$ cat src/rtl/subcode_pkg.sv
package subcode_pkg;
  localparam int SC_BYTE_W = 8;

  typedef struct packed {
    logic [SC_BYTE_W-1:0] data;
    logic                 fsync;
  } sc_byte_t;
endpackage

$ cat src/rtl/sc_slot_tick.sv
module sc_slot_tick #(
  parameter int DIV = 4
) (
  input  logic clk,
  input  logic rst,
  input  logic wclk,
  input  logic upsample,
  output logic tick
);
  localparam int DW = (DIV > 1) ? $clog2(DIV) : 1;

  logic          wclk_q;
  logic [DW-1:0] div_q;
  logic          wedge;

  assign wedge = wclk ^ wclk_q;
  assign tick  = wedge && (!upsample || div_q == DW'(DIV - 1));

  always_ff @(posedge clk) begin
    if (rst) begin
      wclk_q <= 1'b0;
      div_q  <= '0;
    end else begin
      wclk_q <= wclk;
      if (wedge) div_q <= (div_q == DW'(DIV - 1)) ? '0 : div_q + 1'b1;
    end
  end


  up_tick_needs_edge_chk: assert property (@(posedge clk) disable iff (rst)
    (tick && upsample) |=> (div_q == '0));
endmodule

$ cat src/rtl/sc_hold_reg.sv
module sc_hold_reg
  import subcode_pkg::*;
(
  input  logic                 clk,
  input  logic                 rst,
  input  logic                 in_valid,
  output logic                 in_ready,
  input  logic [SC_BYTE_W-1:0] in_data,
  input  logic                 in_fsync,
  input  logic                 take,
  output logic                 full,
  output sc_byte_t             held
);
  logic accept;

  assign in_ready = !full;
  assign accept   = in_valid && !full;

  always_ff @(posedge clk) begin
    if (rst) begin
      full <= 1'b0;
      held <= '0;
    end else if (accept) begin
      full       <= 1'b1;
      held.data  <= in_data;
      held.fsync <= in_fsync;
    end else if (take) begin
      full <= 1'b0;
    end
  end


  accept_blocks_chk: assert property (@(posedge clk) disable iff (rst)
    (in_valid && in_ready) |=> !in_ready);

  hold_until_take_chk: assert property (@(posedge clk) disable iff (rst)
    (full && !take) |=> full && $stable(held));
endmodule

$ cat src/rtl/sc_slot_shifter.sv
module sc_slot_shifter
  import subcode_pkg::*;
#(
  parameter int SLOTS = 12
) (
  input  logic     clk,
  input  logic     rst,
  input  logic     tick,
  input  logic     hold_full,
  input  sc_byte_t hold_byte,
  output logic     take,
  output logic     sc_data,
  output logic     sc_sync
);
  localparam int SW = $clog2(SLOTS);

  logic                 started_q;
  logic [SW-1:0]        slot_q, slot_n;
  sc_byte_t             cur_q, cur_n;
  logic                 bit_n;
  logic [SC_BYTE_W-1:0] shifted;

  always_comb begin
    slot_n  = slot_q;
    cur_n   = cur_q;
    take    = 1'b0;
    if (tick) begin
      if (!started_q || slot_q == SW'(SLOTS - 1)) begin
        slot_n = '0;
        take   = 1'b1;
        cur_n  = hold_full ? hold_byte : '0;
      end else begin
        slot_n = slot_q + 1'b1;
      end
    end
    shifted = '0;
    if (slot_n == '0) begin
      bit_n = 1'b1;
    end else if (int'(slot_n) <= SC_BYTE_W) begin
      shifted = cur_n.data << (int'(slot_n) - 1);
      bit_n   = shifted[SC_BYTE_W-1];
    end else begin
      bit_n = 1'b0;
    end
  end

  always_ff @(posedge clk) begin
    if (rst) begin
      started_q <= 1'b0;
      slot_q    <= '0;
      cur_q     <= '0;
      sc_data   <= 1'b0;
      sc_sync   <= 1'b0;
    end else if (tick) begin
      started_q <= 1'b1;
      slot_q    <= slot_n;
      cur_q     <= cur_n;
      sc_data   <= bit_n;
      sc_sync   <= (slot_n == SW'(1)) || (cur_n.fsync && slot_n == '0);
    end
  end


  idle_before_start_chk: assert property (@(posedge clk) disable iff (rst)
    !started_q |-> (!sc_data && !sc_sync));

  start_slot_high_chk: assert property (@(posedge clk) disable iff (rst)
    (started_q && slot_q == '0) |-> sc_data);

  tail_slots_low_chk: assert property (@(posedge clk) disable iff (rst)
    (started_q && int'(slot_q) > SC_BYTE_W) |-> !sc_data);

  sync_slot_chk: assert property (@(posedge clk) disable iff (rst)
    sc_sync |-> (slot_q <= SW'(1)));

  wide_sync_chk: assert property (@(posedge clk) disable iff (rst)
    (started_q && slot_q == '0 && cur_q.fsync) |-> sc_sync);
endmodule

$ cat src/rtl/subcode_serial_out.sv
module subcode_serial_out
  import subcode_pkg::*;
#(
  parameter int SLOTS = 12,
  parameter int DIV   = 4
) (
  input  logic                 clk,
  input  logic                 rst,
  input  logic                 wclk,
  input  logic                 upsample,
  input  logic                 in_valid,
  output logic                 in_ready,
  input  logic [SC_BYTE_W-1:0] in_data,
  input  logic                 in_fsync,
  output logic                 sc_data,
  output logic                 sc_sync
);
  logic     tick;
  logic     take;
  logic     hold_full;
  sc_byte_t hold_byte;

  sc_slot_tick #(.DIV(DIV)) u_tick (
    .clk(clk), .rst(rst), .wclk(wclk), .upsample(upsample), .tick(tick)
  );

  sc_hold_reg u_hold (
    .clk(clk), .rst(rst), .in_valid(in_valid), .in_ready(in_ready),
    .in_data(in_data), .in_fsync(in_fsync), .take(take),
    .full(hold_full), .held(hold_byte)
  );

  sc_slot_shifter #(.SLOTS(SLOTS)) u_shift (
    .clk(clk), .rst(rst), .tick(tick), .hold_full(hold_full),
    .hold_byte(hold_byte), .take(take), .sc_data(sc_data), .sc_sync(sc_sync)
  );


  quiet_between_ticks_chk: assert property (@(posedge clk) disable iff (rst)
    !tick |=> ($stable(sc_data) && $stable(sc_sync)));

  ready_returns_on_take_chk: assert property (@(posedge clk) disable iff (rst)
    (take && hold_full) |=> in_ready);
endmodule

$ cat config.mk
export PLATFORM = sky130hd
export DESIGN_NAME = subcode_serial_out
export DESIGN_NICKNAME = d
export VERILOG_FILES = /design/src/rtl/subcode_pkg.sv /design/src/rtl/sc_slot_tick.sv /design/src/rtl/sc_hold_reg.sv /design/src/rtl/sc_slot_shifter.sv /design/src/rtl/subcode_serial_out.sv
export SDC_FILE = /design/constraint.sdc
export NUM_CORES = 1
export LEC_CHECK = 0
export CORE_MARGIN = 5
export CORE_UTILIZATION = 40
export DETAILED_ROUTE_END_ITERATION = 10
export PLACE_DENSITY = 0.59
export SYNTH_ARGS = -nofsm -noshare
export SYNTH_HDL_FRONTEND = slang
export SYNTH_SLANG_ARGS = --single-unit
$ cat constraint.sdc
create_clock -name clk -period 3 [get_ports clk]
set_input_delay 0.6 -clock clk [delete_from_list [all_inputs] [get_ports clk]]
set_output_delay 0.6 -clock clk [all_outputs]
set_load 0.1 [all_outputs]
### Word level (Yosys, flattened, before mapping)

Cells that the tools add are included.

| word-level totals | value |
|---|---|
| bits in registers | 29 |
| bits in latches | 0 |
| RAM bits | 0 |
| bits in read-only memories | 0 |
| input port bits | 14 |
| output and inout port bits | 3 |
| word-level logic and storage cells | 43 |
| memories kept | 0 |

| operators by class | value |
|---|---|
| add/subtract/negate cells | 3 |
| $mul | 0 |
| div/mod/pow operators | 0 |
| magnitude comparators | 1 |
| equality and inequality tests | 3 |
| shifts and indexed selects | 1 |
| mux-type cells | 12 |
| bitwise logic cells | 1 |
| reductions and logical operators | 11 |

Operator list:

| operator | number |
|---|---|
| << shifter 8 x 32 -> 8 bit | 1 |
| 2-to-1 mux 9 bit | 3 |
| 2-to-1 mux 4 bit | 2 |
| 2-to-1 mux 1 bit | 6 |
| subtractor 4 x 1 -> 5 bit (second input constant) | 1 |
| adder 4 x 1 -> 4 bit (second input constant) | 1 |
| == test 4 x 1 -> 1 bit (second input constant) | 1 |
| == test 4 bit (second input constant) | 1 |
| <= comparator 4 bit (second input constant) | 1 |
| zero test 4 bit | 1 |
| logical AND 1 bit | 3 |
| zero test 1 bit | 3 |
| logical OR 1 bit | 3 |
| adder 2 x 1 -> 2 bit (second input constant) | 1 |
| == test 2 bit (second input constant) | 1 |
| 2-to-1 mux 2 bit | 1 |
| nonzero test 2 bit | 1 |
| bitwise XOR 1 bit | 1 |

### Logic depth before layout (Yosys ltp)

Gate-level depths: netlist of run 1.

| logic depth | value |
|---|---|
| word-level depth | 8 |
| mapped depth | 11 |
| mapped depth without buffers | 11 |

### Hierarchy

From an unflattened synthesis of run 1, not the netlist that was laid out.

| second synthesis, totals | value |
|---|---|
| cell total of the unflattened synthesis | 169 |
| area, all modules | 1534.0 um^2 |

Modules (own cells, without submodules):

| module | instances | cells each | area an instance (um^2) | sequential area each (um^2) |
|---|---|---|---|---|
| sc_slot_shifter | 1 | 111 | 925.9 | 320.3 |
| sc_hold_reg | 1 | 44 | 455.4 | 200.2 |
| sc_slot_tick | 1 | 14 | 152.6 | 60.1 |

### Worst setup path before layout of run 1

No wires, ideal clock.

| timing path | value |
|---|---|
| path kind | input-to-reg |
| start | in wclk |
| end | reg u_shift.sc_data |
| setup time | 0.084 ns |
| arrival | 2.419 ns |
| data required time | 2.916 ns |
| path slack | 0.496 ns |
| stages on the path | 10 |
| buffers on the path | 0 |
| path through | xnor2_1 -> nor2_1 -> and3_1 -> a21oi_1 -> ha_1 -> inv_1 -> o21ai_0 -> o311ai_0 -> a211o_1 -> o31ai_2 |

| between the ends | value |
|---|---|
| cells in the longest elaborated chain, start to end | 7 |
| elaborated cells on any way between the ends | 10 |
| classes of those cells | add/sub (1); order compare (1); shift (1); mux (4); bitwise (1); reduce/logical (2) |

Ends and longest elaborated chain:

| element | line | source |
|---|---|---|
| from (decl) | subcode_serial_out.sv:9 | `input logic wclk,` |
| bitwise XOR 1 bit (*) | sc_slot_tick.sv:16 | `assign wedge = wclk ^ wclk_q;` |
| logical AND 1 bit (*) | sc_slot_tick.sv:17 | `assign tick = wedge && (!upsample \|\| div_q == DW'(DIV - 1));` |
| 2-to-1 mux 4 bit | sc_slot_shifter.sv:27 | `if (tick) begin` |
| subtractor 4 x 1 -> 5 bit | sc_slot_shifter.sv:40 | `shifted = cur_n.data << (int'(slot_n) - 1);` |
| << shifter 8 x 32 -> 8 bit | sc_slot_shifter.sv:40 |  |
| 2-to-1 mux 1 bit | sc_slot_shifter.sv:39 | `end else if (int'(slot_n) <= SC_BYTE_W) begin` |
| 2-to-1 mux 1 bit | sc_slot_shifter.sv:37 | `if (slot_n == '0) begin` |
| to (signal assigned) | sc_slot_shifter.sv:58 | `sc_data <= bit_n;` |
| to (decl) | sc_slot_shifter.sv:12 | `output logic sc_data,` |

Every way passes the cells marked *; elsewhere a longest branch is shown, timed or not.
A chain may end at the register's enable or synchronous reset.

### Final worst setup path of run 1

Ends and elaborated chain as after synthesis.

==> flow_metrics.tcl, run 1 <==
set metrics [dict create \
    worst_hold_slack_ns 0.4583 \
    grt.total_usage_pct 16.32 \
    cp-start-kind "input port" \
    crit_fanout 5 \
    setup_violations 0 \
    ys_ff_latch 29 \
    cts_tree "done" \
    ant_nets 0 \
    htreeDepth 2 \
    grt_pass1_wl_um 5575 \
    start_util_pct 41.51 \
    die-height_um 68.85 \
    path_clk_slew_ns 0.10 \
    cts_resized 0 \
    num_rows 21 \
    nets 219 \
    rsz0062_at_grt "false" \
    routed_wl_um 3151 \
    worstPathArrival_ns 2.97 \
    numCtsBuffers 5 \
    utilization_pct 51.93 \
    min_path_type "register to register" \
    synth_ff_type "dfxtp_1" \
    drc 0 \
    post-route-period-util_pct 91.55 \
    max_stage_delay_ns 0.53 \
    cp_cell_sequence "clkdlybuf4s50_1 -> xnor2_1 -> or4_4 -> o21a_4 -> ha_1 -> inv_1 -> o21ai_0 -> o311ai_0 -> a211o_1 -> o31ai_2" \
    fmax_mhz 364.1 \
    async_flop_share_pct 0 \
    grt_pass1_vias 1279 \
    synth.avg_cell_area_um2 7.915 \
    synth_warnings 0 \
    post_cts_buffers 0 \
    crit_type "input port to register" \
    cp_slowest_cell "or4_4" \
    wire_per_inst_um 12.71 \
    max-vdd-ir-drop_uv 252.3 \
    yosys.cell_types.count 35 \
    cts.sink_count 29 \
    fin_tns_setup_ns 0 \
    gp_congestion 0.8672 \
    worst_clock_skew_ns 0.01114 \
    critPathCaptureType "register" \
    hold_viol 0 \
    final_common_cell "nand2_1" \
    die_w_um 68.85 \
    syn_area_um2 1385 \
    portBuffers 16 \
    clk_path_buf_depth 2 \
    synth_edf_count 0 \
    viasPerCell 5.109 \
    status "finished clean" \
    drt_iter0_drc 59 \
    grt_overflow_total 0 \
    powerDensity_nw_per_um2 526.2 \
    worst_ep_required_time_ns 3.22 \
    leakage_uw 0.0006642 \
    hold_buffers 0 \
    tightest_slew_ns 0.6245 \
    synth_nets 193 \
    syn_inst 175 \
    antenna_found_initial 0 \
    dp_hpwl_um 2449 \
    root_buffer "clkbuf_4" \
    io_pins 17 \
    antennaDiodeCount 0 \
    drv_slew 0 \
    drt_first_pass_iters 4 \
    die_area_um2 4740 \
    power_uw 911.9 \
    coreArea_um2 3337 \
    slew_headroom_pct 58.28 \
    syn_to_final_growth_pct 25.11 \
    grt_max_degree 30 \
    max_cap_violations 0 \
    period_minus_slack_ns 2.746 \
    yosysSeqAreaShare_pct 41.92 \
    worstSkewPairLatency_ns 0.33 \
    most-common-layout-cells "38 x nand2_1, 29 x dfxtp_1, 26 x a21oi_1, 14 x nor2_1" \
    vias 1267 \
    drive_gt1_share_pct 13.37 \
]
synth_stat cells, types with 2 or more instances:
cell type,count,area [um2]
nand2_1,38,142.6
clkbuf_1,6,22.52
nor2_1,14,52.55
mux2i_1,3,30.03
a22oi_1,2,15.01
inv_1,3,11.26
nand2b_1,2,12.51
nor3_1,2,10.01
nand3_1,10,50.05
and3_1,2,12.51
a211oi_1,2,15.01
o211ai_1,2,15.01
ha_1,4,50.05
a21oi_1,26,130.1
nor2b_1,5,31.28
a21o_1,2,15.01
dfxtp_1,29,580.6
o21ai_0,6,30.03
cell type report:
class | instances | area (um2)
fillers | 362 | 1604
multi-input cells | 135 | 758.2
flip-flops and latches | 29 | 580.6
repair buffers | 26 | 227.7
well taps | 46 | 57.56
clock buffers | 6 | 51.30
clock inverters | 2 | 37.54
inverters | 4 | 20.02
kinds of logic (layout without fill, tap and decap cells):
logic type               Yosys count  in the layout  share of synthesized area, %
adder cells (fa/ha/maj)            4              4                         3.614
flip-flops                        29             29                         41.92
AND/OR/NAND/NOR                   79             79                         26.47
buffers and inverters             11             38                         3.342
AO/OA/AOI/OAI                     47             47                         21.23
XOR/XNOR                           2              2                         1.265
multiplexers                       3              3                         2.168
through the flow:
stage | std cells | area, um2 | setup slack (ns)
global placement | 240 | 1644 | 0.01596
floorplan | 175 | 1385 | 0.4964
finish | 248 | 1733 | 0.2535
global route | 248 | 1733 | 0.1207
detailed placement | 240 | 1644 | -0.06534
CTS | 248 | 1733 | 0.2844
routing by layer:
layer	GRT usage, %	routed length (um)	vias up
li1	-	-	658
met4	8.273	85	0
met3	5.835	137	9
met2	27.38	1541	22
met5	0	0	-
met1	18.08	1386	578
power breakdown:
group	switching, uW	leakage (uW)	internal [uW]	total, uW
combinational	92.1	0.000383	63.4	156
sequential	14.8	0.000237	402	417
clock	141	0.0000445	198	339
sequential cells by signal (all words and copies together) (netlist names), 2 cells and up:
register / count
u_hold.held: 9
u_shift.cur_q: 9
u_shift.slot_q: 4
u_tick.div_q: 2
path summary, 6_finish.rpt:
path	endpoint	cells past startpoint	from	slack, ns
setup / recovery	u_shift.sc_data	10	wclk	0.25
hold reg to reg	u_shift.cur_q[8]	2	u_shift.cur_q[8]	0.46
hold / removal	u_shift.cur_q[8]	2	u_shift.cur_q[8]	0.46
setup reg to reg	u_shift.sc_data	10	u_shift.slot_q[1]	0.41
worst max-delay path: cells and delay by family:
kind / cells / cell delay (ns)
xor+xnor: 1 / 0.23
fa+ha+maj: 1 / 0.19
buf+inv: 2 / 0.51
compound gates: 5 / 0.90
simple gates: 1 / 0.53
Power figures use the tool's default switching activity.
==> run 2, diff against run 1 <==
--- a/config.mk
+++ b/config.mk
@@ -8,7 +8,7 @@
 export CORE_MARGIN = 5
 export CORE_UTILIZATION = 40
 export DETAILED_ROUTE_END_ITERATION = 10
-export PLACE_DENSITY = 0.59
 export SYNTH_ARGS = -nofsm -noshare
 export SYNTH_HDL_FRONTEND = slang
 export SYNTH_SLANG_ARGS = --single-unit
+export TNS_END_PERCENT = 50
==> run 2 against run 1 <==
Net effect: via count down 1.4%; register-to-register slack worse by 0.098 ns; critical path depth unchanged; clock power down 33%; core utilization down 0.79 points; sequential power about the same; global-route usage down 0.28 points; clock skew down 0.00086 ns; sequential cell count unchanged.
==> flow_metrics.tcl, run 2 (synthesis gave the netlist of run 1 again) <==
set metrics [dict create \
    hold_depth 2 \
    hold_buffers 0 \
    rr_worst_depth 10 \
    worst_ep_required_time_ns 3.21 \
    max-vdd-ir-drop_uv 259.2 \
    numCtsBuffers 5 \
    period_minus_slack_ns 2.688 \
    dp_hpwl_um 2412 \
    power_uw 799.1 \
    post_cts_buffers 0 \
    drv_slew 0 \
    status "finished clean" \
    grt_pass1_vias 1339 \
    io_pins 17 \
    powerDensity_nw_per_um2 468.2 \
    antennaDiodeCount 0 \
    cts.sink_count 29 \
    start_util_pct 41.51 \
    top_regs "u_hold.held x9, u_shift.cur_q x9, u_shift.slot_q x4" \
    worstSkewPairLatency_ns 0.33 \
    grt_overflow_total 0 \
    placed_area_um2 1652 \
    drt_iter0_drc 26 \
    tightest_slew_ns 0.5889 \
    worstPathArrival_ns 2.90 \
    drc 0 \
    fmax_mhz 372.0 \
    ant_nets 0 \
    viasPerCell 5.016 \
    die-height_um 68.85 \
    slew_headroom_pct 60.66 \
    crit_type "register to register" \
    grt_pass1_wl_um 5616 \
    most-common-layout-cells "38 x nand2_1, 29 x dfxtp_1, 26 x a21oi_1, 14 x nor2_1, 14 x buf_4" \
    cp-start-kind "register" \
    root_buffer "clkbuf_4" \
    htreeDepth 2 \
    crit_fanout 8 \
    hold_viol 0 \
    drt_first_pass_iters 4 \
    vias 1249 \
    antenna_found_initial 0 \
    die_w_um 68.85 \
    fin_area_um2 1707 \
    min_path_type "register to register" \
    setup_violations 0 \
    gp_congestion 0.8079 \
    fin_tns_setup_ns 0 \
    die_area_um2 4740 \
    routed_wl_um 3087 \
    place_ws_ns -0.01116 \
    nets 220 \
    nFillCells 359 \
    num_rows 21 \
    finalWorstSetupSlack_ns 0.3121 \
    leakage_uw 0.0006543 \
    post-route-period-util_pct 89.60 \
    grt_max_degree 31 \
    final_common_cell "nand2_1" \
    grt.total_usage_pct 16.04 \
    worst_clock_skew_ns 0.01028 \
    cts_resized 0 \
    coreArea_um2 3337 \
    max_cap_violations 0 \
    cts_tree "done" \
    portBuffers 16 \
    critPathCaptureType "register" \
    rsz0062_at_grt "false" \
    clk_path_buf_depth 2 \
    drive_gt1_share_pct 13.79 \
    path_clk_slew_ns 0.09 \
    syn_to_final_growth_pct 23.22 \
    wire_per_inst_um 12.40 \
]
==> run 2: changes by cell type in the layout (fill, tap and decap cells not counted), sizes merged <==
| cell | before | now |
|---|---|---|
| buf | 13 | 14 |
| bufinv | 1 | 0 |
| clkbuf | 6 | 5 |
| clkinv | 1 | 3 |
==> run 2: critical path: stages, from the launching register on <==
cell and delay [ns]:
dfxtp_1 0.42, ha_1 0.28, and3b_1 0.22, or4_4 0.53
o21a_4 0.23, ha_1 0.19, inv_1 0.05, o21ai_0 0.11
o311ai_0 0.33, a211o_1 0.16, o31ai_2 0.06
==> run 2: path summary, 6_finish.rpt <==
path	start	endpoint	slack, ns
worst min-delay path	u_shift.cur_q[7]	u_shift.cur_q[7]	0.47
worst max-delay path	u_shift.slot_q[0]	u_shift.sc_data	0.31
worst min register to register	u_shift.cur_q[7]	u_shift.cur_q[7]	0.47
worst max register to register	u_shift.slot_q[0]	u_shift.sc_data	0.31
==> run 2: per-layer routing <==
| metal | vias up | part of all wire (%) | GRT usage (%) |
|---|---|---|---|
| met4 | 0 | 1.7 | 6.569 |
| li1 | 661 | - | - |
| met5 | - | 0 | 0 |
| met2 | 19 | 50 | 28.45 |
| met1 | 564 | 45 | 17.57 |
| met3 | 5 | 3.5 | 5.024 |
==> run 2: per-stage QoR <==
step	hold WS, ns	util [%]	std cells
2_1_floorplan	0.4313	-	175
3_3_place_gp	0.4415	49.49	241
3_5_place_dp	0.4522	49.49	241
4_1_cts	0.4669	51.14	249
5_1_grt	0.4945	51.14	249
6_report	0.4674	51.14	249
==> run 2: area by class of cell <==
type / count / area (um2) / area share, %
clock buffers: 5 / 37.54 / 2.199
flip-flops and latches: 29 / 580.6 / 34.02
multi-input cells: 135 / 758.2 / 44.43
well taps: 46 / 57.56 / 3.372
repair buffers: 27 / 235.2 / 13.78
clock inverters: 3 / 17.52 / 1.026
inverters: 4 / 20.02 / 1.173
==> run 2: power by group <==
part	switching [uW]	internal, uW	leakage, uW
clock	139	88.2	0.0000310
sequential	16.8	402	0.000237
combinational	89.7	63.5	0.000387
total	245	554	0.000654
==> run 3, diff against run 2 <==
--- a/config.mk
+++ b/config.mk
@@ -10,5 +10,6 @@
 export DETAILED_ROUTE_END_ITERATION = 10
 export SYNTH_ARGS = -nofsm -noshare
 export SYNTH_HDL_FRONTEND = slang
+export SYNTH_HIERARCHICAL = 1
 export SYNTH_SLANG_ARGS = --single-unit
-export TNS_END_PERCENT = 50
+export TNS_END_PERCENT = 10
==> run 3 against run 2 <==
Net effect: setup slack lost 0.053 ns; clock power grew 26%; sequential share of layout area shrank 3.3 points; critical endpoint is now u_shift/sc_data; core utilization grew 0.15 points; final cell count shrank 0.80%; final area grew 11%; global-route usage shrank 2.2 points; die area grew 9.1%; clock skew shrank 0.0065 ns; count of clock-buffer cells in the layout is the same; sequential cell count is the same; via count grew 5.2%.
==> flow_metrics.tcl, run 3 <==
set metrics [dict create \
    antenna_found_initial 0 \
    multi_input_area_um2 870.8 \
    yosys.cell_types.count 43 \
    root_buffer "clkbuf_8" \
    die_area_um2 5173 \
    leakage_uw 0.0007066 \
    coreArea_um2 3689 \
    crit_buf_inv 4 \
    portBuffers 16 \
    viasPerCell 5.320 \
    ys_ff_latch 29 \
    drive_gt1_share_pct 19.60 \
    reg2reg_slack_ns 0.49 \
    yosysTopAreaCell "dfxtp_1" \
    hold_depth 2 \
    syn_inst 169 \
    synth_top_area_share_pct 37.85 \
    vias 1314 \
    cts.sink_count 29 \
    numCtsBuffers 5 \
    path_common_cell "inv_1" \
    hold_buffers 0 \
    critical_path.top_delay_family "buffers and inverters" \
    worstPathArrival_ns 2.94 \
    synth_warnings 6 \
    synth_edf_count 0 \
    grt_overflow_total 0 \
    finalWorstSetupSlack_ns 0.2593 \
    max_cap_violations 0 \
    worst_ep_required_time_ns 3.20 \
    pwr-share-clk_pct 32.7 \
    most-common-layout-cells "29 x dfxtp_1, 20 x buf_4, 15 x nand2b_1, 14 x a21oi_1, 13 x clkdlybuf4s50_1" \
    nets 218 \
    p_int_uw 634.0 \
    cp_cell_sequence "clkdlybuf4s50_1 -> xnor2_2 -> a21oi_1 -> buf_4 -> mux2i_1 -> inv_1 -> ha_1 -> inv_1 -> nor2_1 -> a311o_1 -> and3_4 -> a211oi_2" \
    start_util_pct 41.59 \
    r2r_end "u_shift/sc_data" \
    swShare_pct 27.25 \
    grt.total_usage_pct 13.81 \
    max-vdd-ir-drop_uv 330.2 \
    grt_max_degree 24 \
    yosysSeqAreaShare_pct 37.85 \
    tightest_slew_ns 0.3553 \
    synth_nets 187 \
    cp_slowest_cell "clkdlybuf4s50_1" \
    yosysMostFrequentCell "dfxtp_1" \
    cts_tree "done" \
    powerDensity_nw_per_um2 460.7 \
    rsz0062_at_grt "false" \
    io_pins 17 \
    p_comb_share_pct 19.3 \
    pwr-share-seq_pct 48.0 \
    drv_slew 0 \
    dp_hpwl_um 2476 \
    worst_clock_skew_ns 0.003813 \
    synth_area_leaders "dfxtp_1 38%, nand4bb_1 6.6%, nand2b_1 6.1%" \
    nFillCells 362 \
    status "finished clean" \
    r2r_start "u_shift/slot_q[1]" \
    clk_path_buf_depth 2 \
    min_path_type "register to register" \
    max_stage_delay_ns 0.45 \
    rr_worst_depth 11 \
    power_uw 871.5 \
    syn_to_final_growth_pct 23.33 \
    fmax_mhz 364.9 \
    antennaDiodeCount 0 \
    final_common_cell "dfxtp_1" \
    hp-start "u_shift/cur_q[7]" \
    cts_resized 0 \
    post_cts_buffers 0 \
    drc 0 \
    slew_headroom_pct 76.24 \
    place_ws_ns -0.03170 \
    drt_first_pass_iters 4 \
    die_w_um 71.93 \
    num_rows 22 \
    syn_area_um2 1534 \
    hold_viol 0 \
    crit_fanout 5 \
    synth_ff_type "dfxtp_1" \
    yosys-top-cells-count "29 x dfxtp_1, 15 x nand2b_1, 14 x a21oi_1" \
    post-route-period-util_pct 91.36 \
    ant_nets 0 \
    gp_congestion 0.9088 \
    critPathCaptureType "register" \
    synth.avg_cell_area_um2 9.077 \
    worstSkewPairLatency_ns 0.28 \
    register_area_um2 580.6 \
    period_minus_slack_ns 2.741 \
    crit_type "input port to register" \
    setup_violations 0 \
    htreeDepth 2 \
    wire_per_inst_um 13.17 \
    grt_pass1_vias 1328 \
    grt_pass1_wl_um 5727 \
    hold_end "u_shift/cur_q[7]" \
    drt_iter0_drc 49 \
    routed_wl_um 3254 \
    p_switching_uw 237.5 \
    path_clk_slew_ns 0.06 \
    top_regs "u_hold/held x9, u_shift/cur_q x9, u_shift/slot_q x4" \
    async_flop_share_pct 0 \
    die-height_um 71.93 \
    cp-start-kind "input port" \
]
run 3: cell count changes in the layout (fill, tap and decap cells not counted), moves of 5 or more:
cell / change
a21oi_1: -12
buf_4: +6
clkbuf_4: -5
clkbuf_8: +5
nand2_1: -30
nand2b_1: +13
nand4bb_1: +9
nor2_1: -5
o21ai_1: +9
run 3: worst reg2reg max path, delay by kind of cell, from the launching register on:
| kind | cells | cell delay [ns] |
|---|---|---|
| AND/OR/NAND/NOR | 5 | 0.78 |
| AO/OA/AOI/OAI | 3 | 0.66 |
| adder cells (fa/ha/maj) | 2 | 0.51 |
| flip-flops | 1 | 0.36 |
| buffers and inverters | 1 | 0.12 |
run 3: metrics by stage:
stage | util (%) | cell area, um2 | setup TNS (ns) | hold slack, ns | cells
finish | 51.29 | 1892 | 0 | 0.4578 | 247
global route | 51.29 | 1892 | 0 | 0.4865 | 247
CTS | 51.29 | 1892 | 0 | 0.4624 | 247
detailed placement | 49.29 | 1818 | -0.03170 | 0.4546 | 241
global placement | 49.29 | 1818 | 0 | 0.4472 | 241
floorplan | - | 1534 | 0 | 0.4323 | 169
run 3: worst max path at each step:
| stage | start | endpoint | slack, ns | depth (start not counted) |
|---|---|---|---|---|
| global placement | wclk | u_shift/sc_data | 0.05 | 12 |
| global route | wclk | u_shift/sc_data | 0.05 | 12 |
| finish | wclk | u_shift/sc_data | 0.26 | 12 |
| floorplan | wclk | u_shift/sc_data | 0.12 | 11 |
| CTS | wclk | u_shift/sc_data | 0.26 | 12 |
| detailed placement | wclk | u_shift/sc_data | -0.03 | 12 |
run 3: logic make-up after synthesis:
| group | Yosys count | share of synthesized area (%) |
|---|---|---|
| mux | 6 | 4.241 |
| compound gates | 43 | 18.60 |
| xor+xnor | 2 | 1.632 |
| buf+inv | 16 | 5.383 |
| simple gates | 69 | 29.04 |
| fa+ha+maj | 4 | 3.263 |
| flops | 29 | 37.85 |
run 3: routing by layer:
layer  up-vias  part of all wire, %  GRT usage [%]  routed length [um]
met4         0                  1.4          5.010                  44
met1       611                   46          16.26                1497
met2        31                   48          23.67                1559
met3         3                  4.6          4.155                 151
met5         -                    0              0                   0
li1        669                    -              -                   -
run 3: power by group through the flow:
stage,registers (uW),clock network (uW),logic (uW)
floorplan,434,0,102
global placement,425,0,165
detailed placement,427,0,168
CTS,418,297,169
global route,421,315,184
finish,418,285,168
run 3: layout make-up:
| type | count | share of cell area, % |
|---|---|---|
| Tap cell | 48 | 3.175 |
| Clock inverter | 1 | 0.2646 |
| Timing Repair Buffer | 33 | 14.81 |
| Multi-Input combinational cell | 124 | 46.03 |
| Inverter | 7 | 1.389 |
| Sequential cell | 29 | 30.69 |
| Clock buffer | 5 | 3.638 |
